**src/rtl/dta_pkg.sv**
```systemverilog
package dta_pkg;
  localparam int NCH    = 3;
  localparam int MODE_W = 2;
  localparam logic [MODE_W-1:0] MODE_ALT    = 2'b00;
  localparam logic [MODE_W-1:0] MODE_FAV_B  = 2'b01;
  localparam logic [MODE_W-1:0] MODE_FAV_A  = 2'b10;
  localparam logic [MODE_W-1:0] MODE_RSVD   = 2'b11;
endpackage

```
**src/rtl/dta_pair_pick.sv**
```systemverilog
module dta_pair_pick
  import dta_pkg::*;
(
  input  logic              clk,
  input  logic              rst_n,
  input  logic              req_a,
  input  logic              req_b,
  input  logic [MODE_W-1:0] mode,
  input  logic              keep_fav,
  input  logic              upd,
  output logic              win_a,
  output logic              win_b
);
  logic last_b_q, last_b_d;
  logic owe_q, owe_d;
  logic both, fav_a, fav_b, fixed, yield_mode, take_fav;

  always_comb begin
    both       = req_a & req_b;
    fav_a      = (mode == MODE_FAV_A);
    fav_b      = (mode == MODE_FAV_B);
    fixed      = fav_a | fav_b;
    yield_mode = fixed & ~keep_fav;
    take_fav   = ~(yield_mode & owe_q);
    win_a      = req_a & ~req_b;
    win_b      = req_b & ~req_a;
    if (both) begin
      if (fixed) begin
        win_a = fav_a ? take_fav : ~take_fav;
        win_b = ~win_a;
      end else begin
        win_a = last_b_q;
        win_b = ~last_b_q;
      end
    end
  end

  always_comb begin
    last_b_d = upd ? win_b : last_b_q;
    if (yield_mode) owe_d = (upd & both) ? ~owe_q : owe_q;
    else            owe_d = 1'b0;
  end

  always_ff @(posedge clk or negedge rst_n) begin
    if (!rst_n) begin
      last_b_q <= 1'b1;
      owe_q    <= 1'b0;
    end else begin
      last_b_q <= last_b_d;
      owe_q    <= owe_d;
    end
  end

  p_win_needs_req_r1: assert property (@(posedge clk) disable iff (!rst_n)
    (win_a |-> req_a) and (win_b |-> req_b));

  p_fav_keeps_r8: assert property (@(posedge clk) disable iff (!rst_n)
    (upd && both && keep_fav && (mode == MODE_FAV_A)) |-> win_a);

  p_yield_turn_r7: assert property (@(posedge clk) disable iff (!rst_n)
    (upd && both && !keep_fav && (mode == MODE_FAV_A) && win_a)
      |=> (upd && req_a && req_b && !keep_fav && (mode == MODE_FAV_A)) |-> win_b);
endmodule

```
**src/rtl/dta_txn_hold.sv**
```systemverilog
module dta_txn_hold #(
  parameter int W = 3
) (
  input  logic         clk,
  input  logic         rst_n,
  input  logic         load,
  input  logic [W-1:0] pick,
  input  logic [W-1:0] done,
  output logic [W-1:0] gnt,
  output logic         idle
);
  logic [W-1:0] gnt_q, gnt_d;
  logic         finish, gnt_en;

  always_comb begin
    finish = |(gnt_q & done);
    gnt_en = load | finish;
    gnt_d  = load ? pick : '0;
  end

  always_ff @(posedge clk or negedge rst_n) begin
    if (!rst_n)      gnt_q <= '0;
    else if (gnt_en) gnt_q <= gnt_d;
  end

  assign gnt  = gnt_q;
  assign idle = (gnt_q == '0);

  p_onehot_r1: assert property (@(posedge clk) disable iff (!rst_n)
    $onehot0(gnt_q));

  p_hold_r2: assert property (@(posedge clk) disable iff (!rst_n)
    (gnt_q != '0 && (gnt_q & done) == '0) |=> gnt_q == $past(gnt_q));

  p_release_r2: assert property (@(posedge clk) disable iff (!rst_n)
    ((gnt_q & done) != '0) |=> gnt_q == '0);
endmodule

```
**src/rtl/dta_tier_arb.sv**
```systemverilog
module dta_tier_arb
  import dta_pkg::*;
(
  input  logic              clk,
  input  logic              rst_n,
  input  logic [NCH-1:0]    req,
  input  logic [NCH-1:0]    done,
  input  logic [MODE_W-1:0] pair_mode,
  input  logic [MODE_W-1:0] group_mode,
  input  logic              keep_fav,
  output logic [NCH-1:0]    gnt
);
  logic           idle, decide;
  logic           l1_a, l1_b, l2_a, l2_b;
  logic [NCH-1:0] pick;

  assign decide = idle & (|req);

  dta_pair_pick u_group (
    .clk      (clk),
    .rst_n    (rst_n),
    .req_a    (req[0] | req[1]),
    .req_b    (req[2]),
    .mode     (group_mode),
    .keep_fav (keep_fav),
    .upd      (decide),
    .win_a    (l2_a),
    .win_b    (l2_b)
  );

  dta_pair_pick u_pair (
    .clk      (clk),
    .rst_n    (rst_n),
    .req_a    (req[0]),
    .req_b    (req[1]),
    .mode     (pair_mode),
    .keep_fav (keep_fav),
    .upd      (decide & l2_a),
    .win_a    (l1_a),
    .win_b    (l1_b)
  );

  always_comb begin
    pick    = '0;
    pick[0] = l2_a & l1_a;
    pick[1] = l2_a & l1_b;
    pick[2] = l2_b;
  end

  dta_txn_hold #(.W(NCH)) u_hold (
    .clk   (clk),
    .rst_n (rst_n),
    .load  (decide),
    .pick  (pick),
    .done  (done),
    .gnt   (gnt),
    .idle  (idle)
  );

  p_serve_req_r2: assert property (@(posedge clk) disable iff (!rst_n)
    (gnt == '0 && req != '0) |=> (gnt & $past(req)) != '0);

  p_quiet_r1: assert property (@(posedge clk) disable iff (!rst_n)
    (gnt == '0 && req == '0) |=> gnt == '0);
endmodule

```
**config.mk**
```make
export PLATFORM = sky130hd
export DESIGN_NAME = dta_tier_arb
export DESIGN_NICKNAME = d
export VERILOG_FILES = /design/src/rtl/dta_pkg.sv /design/src/rtl/dta_pair_pick.sv /design/src/rtl/dta_txn_hold.sv /design/src/rtl/dta_tier_arb.sv
export SDC_FILE = /design/constraint.sdc
export NUM_CORES = 1
export LEC_CHECK = 0
export BUFFER_PORTS_ARGS = -buffer_cell sky130_fd_sc_hd__buf_2
export CELL_PAD_IN_SITES_DETAIL_PLACEMENT = 0
export CELL_PAD_IN_SITES_GLOBAL_PLACEMENT = 1
export CORE_UTILIZATION = 34
export DETAILED_ROUTE_END_ITERATION = 12
export PLACE_DENSITY = 0.85
export SLEW_MARGIN = 20
export SYNTH_ARGS = -nofsm -noshare
export SYNTH_HDL_FRONTEND = slang
export SYNTH_SLANG_ARGS = --single-unit
export TNS_END_PERCENT = 100
```
**constraint.sdc**
```tcl
create_clock -name clk -period 2.09 [get_ports clk]
set_clock_uncertainty 0.2 [all_clocks]
set_input_delay 0.1045 -clock clk [delete_from_list [all_inputs] [get_ports clk]]
set_output_delay 0.1045 -clock clk [all_outputs]
set_load 0.03 [all_outputs]
```
==> run_results.csv <==
group,metric,value,unit
timing,fin_tns_setup,0,ns
placement,post-dp-hpwl,687.9,µm
critical_path,cp_slowest_cell,"dlygate4sd3_1",
global_routing,grt_usage,15.02,%
critical_path,worstSetupPathType,"flop to flop",
finish,mostFrequentLayoutCells,"15 x buf_2, 10 x dlygate4sd3_1, 6 x nand2_1",
synth,synth_ff_type,"dfrtp_1",
hold_path,hp-class,"input port to async pin",
floorplanning,initial_core_util,39.24,%
critical_path,worst_ep_required_time,2.08,ns
detailed_routing,first_iter_violations,6,
placement,routabilityCongestion,0.7458,
synth,ys_ff_latch,7,
global_routing,grt_pass1_wl,1524,µm
pwr,p_leak,0.3506,nW
timing,hold_ws,0.01038,ns
run_status,status,"finished clean",
global_routing,gr-total-overflow,0,
critical_path,critPathMaxFanout,6,
synth,ys_async_sr_fraction,100.0,%
floorplanning,coreArea,0.001186,mm²
critical_path,slowest_delay,0.57,ns
floorplanning,rows,12,
floorplanning,die_w,39,µm
clock_tree,clockRootBuffer,"clkbuf_4",
finish,finish.utilization,58.76,%
timing,fin_crit_sh,92.50,%
synth,yosysWarnings,0,
synth,syn_nets,64,
finish,layout-drive-gt1-share,32.91,%
detailed_routing,wl_per_cell,10.14,µm
synth,postSynthCellCount,49,
critical_path,critical-path-top-delay-family,"buffers and inverters",
pwr,cellPowerDensity,989.2,mW/mm²
timing,setup_violations,0,
synth,synth_edf_count,0,
finish,syn_to_final_growth,49.73,%
clock_tree,clock_latency,0.25,ns
clock_tree,clkTransAtPathRegs,0.06,ns
finish,n_antenna_cell,0,
detailed_routing,dr.pass1.iters,4,
flow_run,maxCapViolations,0,
detailed_routing,vias_per_cell,4.989,
critical_path,critical_path_arrival,1.92,ns
synth,synth.top_cell.area_share,26.88,%
critical_path,critPathLaunchType,"flop",
timing,max_slew_margin,74.62,%
clock_tree,htree_levels,1,
timing,drv_slew,0,
placement,port_buffers,15,
synth,syn-cell-area,465.4,µm²
global_routing,antenna_found_initial,0,
detailed_routing,vias,464,
floorplanning,dieArea,0.001521,mm²
clock_tree,clockBufferDepth,2,
timing,final-hold-violation-count,0,
critical_path,worst-path-buf-inv,2,
critical_path,worst_r2r_endpoint,"u_group.owe_q",
timing,period_needed,1.933,ns
clock_tree,numCtsBuffers,3,
pwr,vdd_drop_max,0.0004508,V
detailed_routing,drc,0,
critical_path,r2r-start,"u_hold.gnt[0]",
placement,place_ws,0.3555,ns
global_routing,grt_max_degree,8,
clock_tree,cts_tree,"built",
clock_tree,cts_sinks,7,
synth,synth.area.top_cells,"dfrtp_1 27%, dfstp_2 11%, ha_1 5.4%",
critical_path,crit_path_cell_trace,"nor3_2 > buf_4 > nand3b_1 > xor2_1 > nor3_1 > dlygate4sd3_1",
floorplanning,dieHeight,39,µm
timing,rsz0062_at_grt,"no",
synth,seq_area_frac_synth,38.17,%
detailed_routing,drtAntennaViolNets,0,
detailed_routing,routed_wl,943,µm
critical_path,end_kind,"flop",
critical_path,reg2reg_slack,0.16,ns
synth,synth_top_area_cell,"dfrtp_1",
timing,worst_slew_pin_slew,0.3747,ns
global_routing,grt_pass1_vias,404,
critical_path,rr_worst_depth,6,
timing,max_freq,517.2,MHz
timing,fin_ws,0.1567,ns
synth,yosysUniqueCellTypes,27,
floorplanning,ios,16,
synth,synth_area_per_cell,9.499,µm²
finish,final_common_cell,"buf_2",
finish,nets,95,
==> how the worst max path moves through the flow <==
stage | from | to | slack, ns | cells past startpoint
2_1_floorplan | u_hold.gnt[0] | u_pair.owe_q | 0.37 | 4
3_3_place_gp | group_mode[0] | u_pair.last_b_q | 0.38 | 7
3_5_place_dp | group_mode[0] | u_pair.owe_q | 0.36 | 7
4_1_cts | u_hold.gnt[0] | u_group.owe_q | 0.14 | 6
5_1_grt | u_hold.gnt[0] | u_group.owe_q | 0.003 | 6
6_report | u_hold.gnt[0] | u_group.owe_q | 0.16 | 6
==> area by class of cell <==
type	count	area, µm²
Sequential cell	7	177.7
Inverter	5	18.77
Timing Repair Buffer	26	182.7
Tap cell	14	17.52
Clock buffer	4	26.28
Multi-Input combinational cell	37	274.0
Fill cell	121	489.2
==> what timing repair did <==
action,in CTS,in global routing
resized for setup,0,1
buffers inserted,0,0
endpoints found under the hold margin,13,0
setup endpoints to repair,0,1
hold buffers,10,0
==> cell usage after synthesis, types with 2 or more instances <==
cell type  count
nand2_1        6
dfrtp_1        5
inv_1          5
nor2_1         3
a21o_1         2
dfstp_2        2
ha_1           2
mux2i_1        2
nand3_1        2
nand4b_1       2
nor3_1         2
==> sequential cells by signal, indices dropped and copies added, names as in the netlist <==
signal and count:
u_pair.last_b_q 1, u_hold.gnt 3, u_pair.owe_q 1, u_group.owe_q 1
u_group.last_b_q 1
==> power by group <==
group / internal, W / leakage [nW] / switching [W]
Sequential: 0.000196 / 0.0879 / 0.0000409
Combinational: 0.000156 / 0.248 / 0.000169
Clock: 0.0000732 / 0.0150 / 0.0000546
Total: 0.000425 / 0.351 / 0.000264
==> metal layers <==
metal	vias to the layer above	routed length [µm]	track usage, %
met2	13	443	26.25
met5	-	0	0
met4	0	18	7.759
met3	5	34	3.468
met1	204	447	16.61
li1	242	-	-
==> per-stage QoR <==
step / power [W] / std cells / cell area (µm²)
3_3_place_gp: 0.0005280 / 79 / 565.5
5_1_grt: 0.0007440 / 93 / 696.9
4_1_cts: 0.0006894 / 93 / 691.9
2_1_floorplan: 0.0004356 / 49 / 465.4
6_report: 0.0006894 / 93 / 696.9
3_5_place_dp: 0.0005306 / 79 / 565.5
==> logic make-up after synthesis <==
logic type	synth area share, %
AO/OA/AOI/OAI	17.47
XOR/XNOR	3.764
adder cells (fa/ha/maj)	5.375
buffers and inverters	4.033
flip-flops	38.17
multiplexers	4.301
AND/OR/NAND/NOR	26.88
No activity file was read; power rests on OpenSTA's default activity.
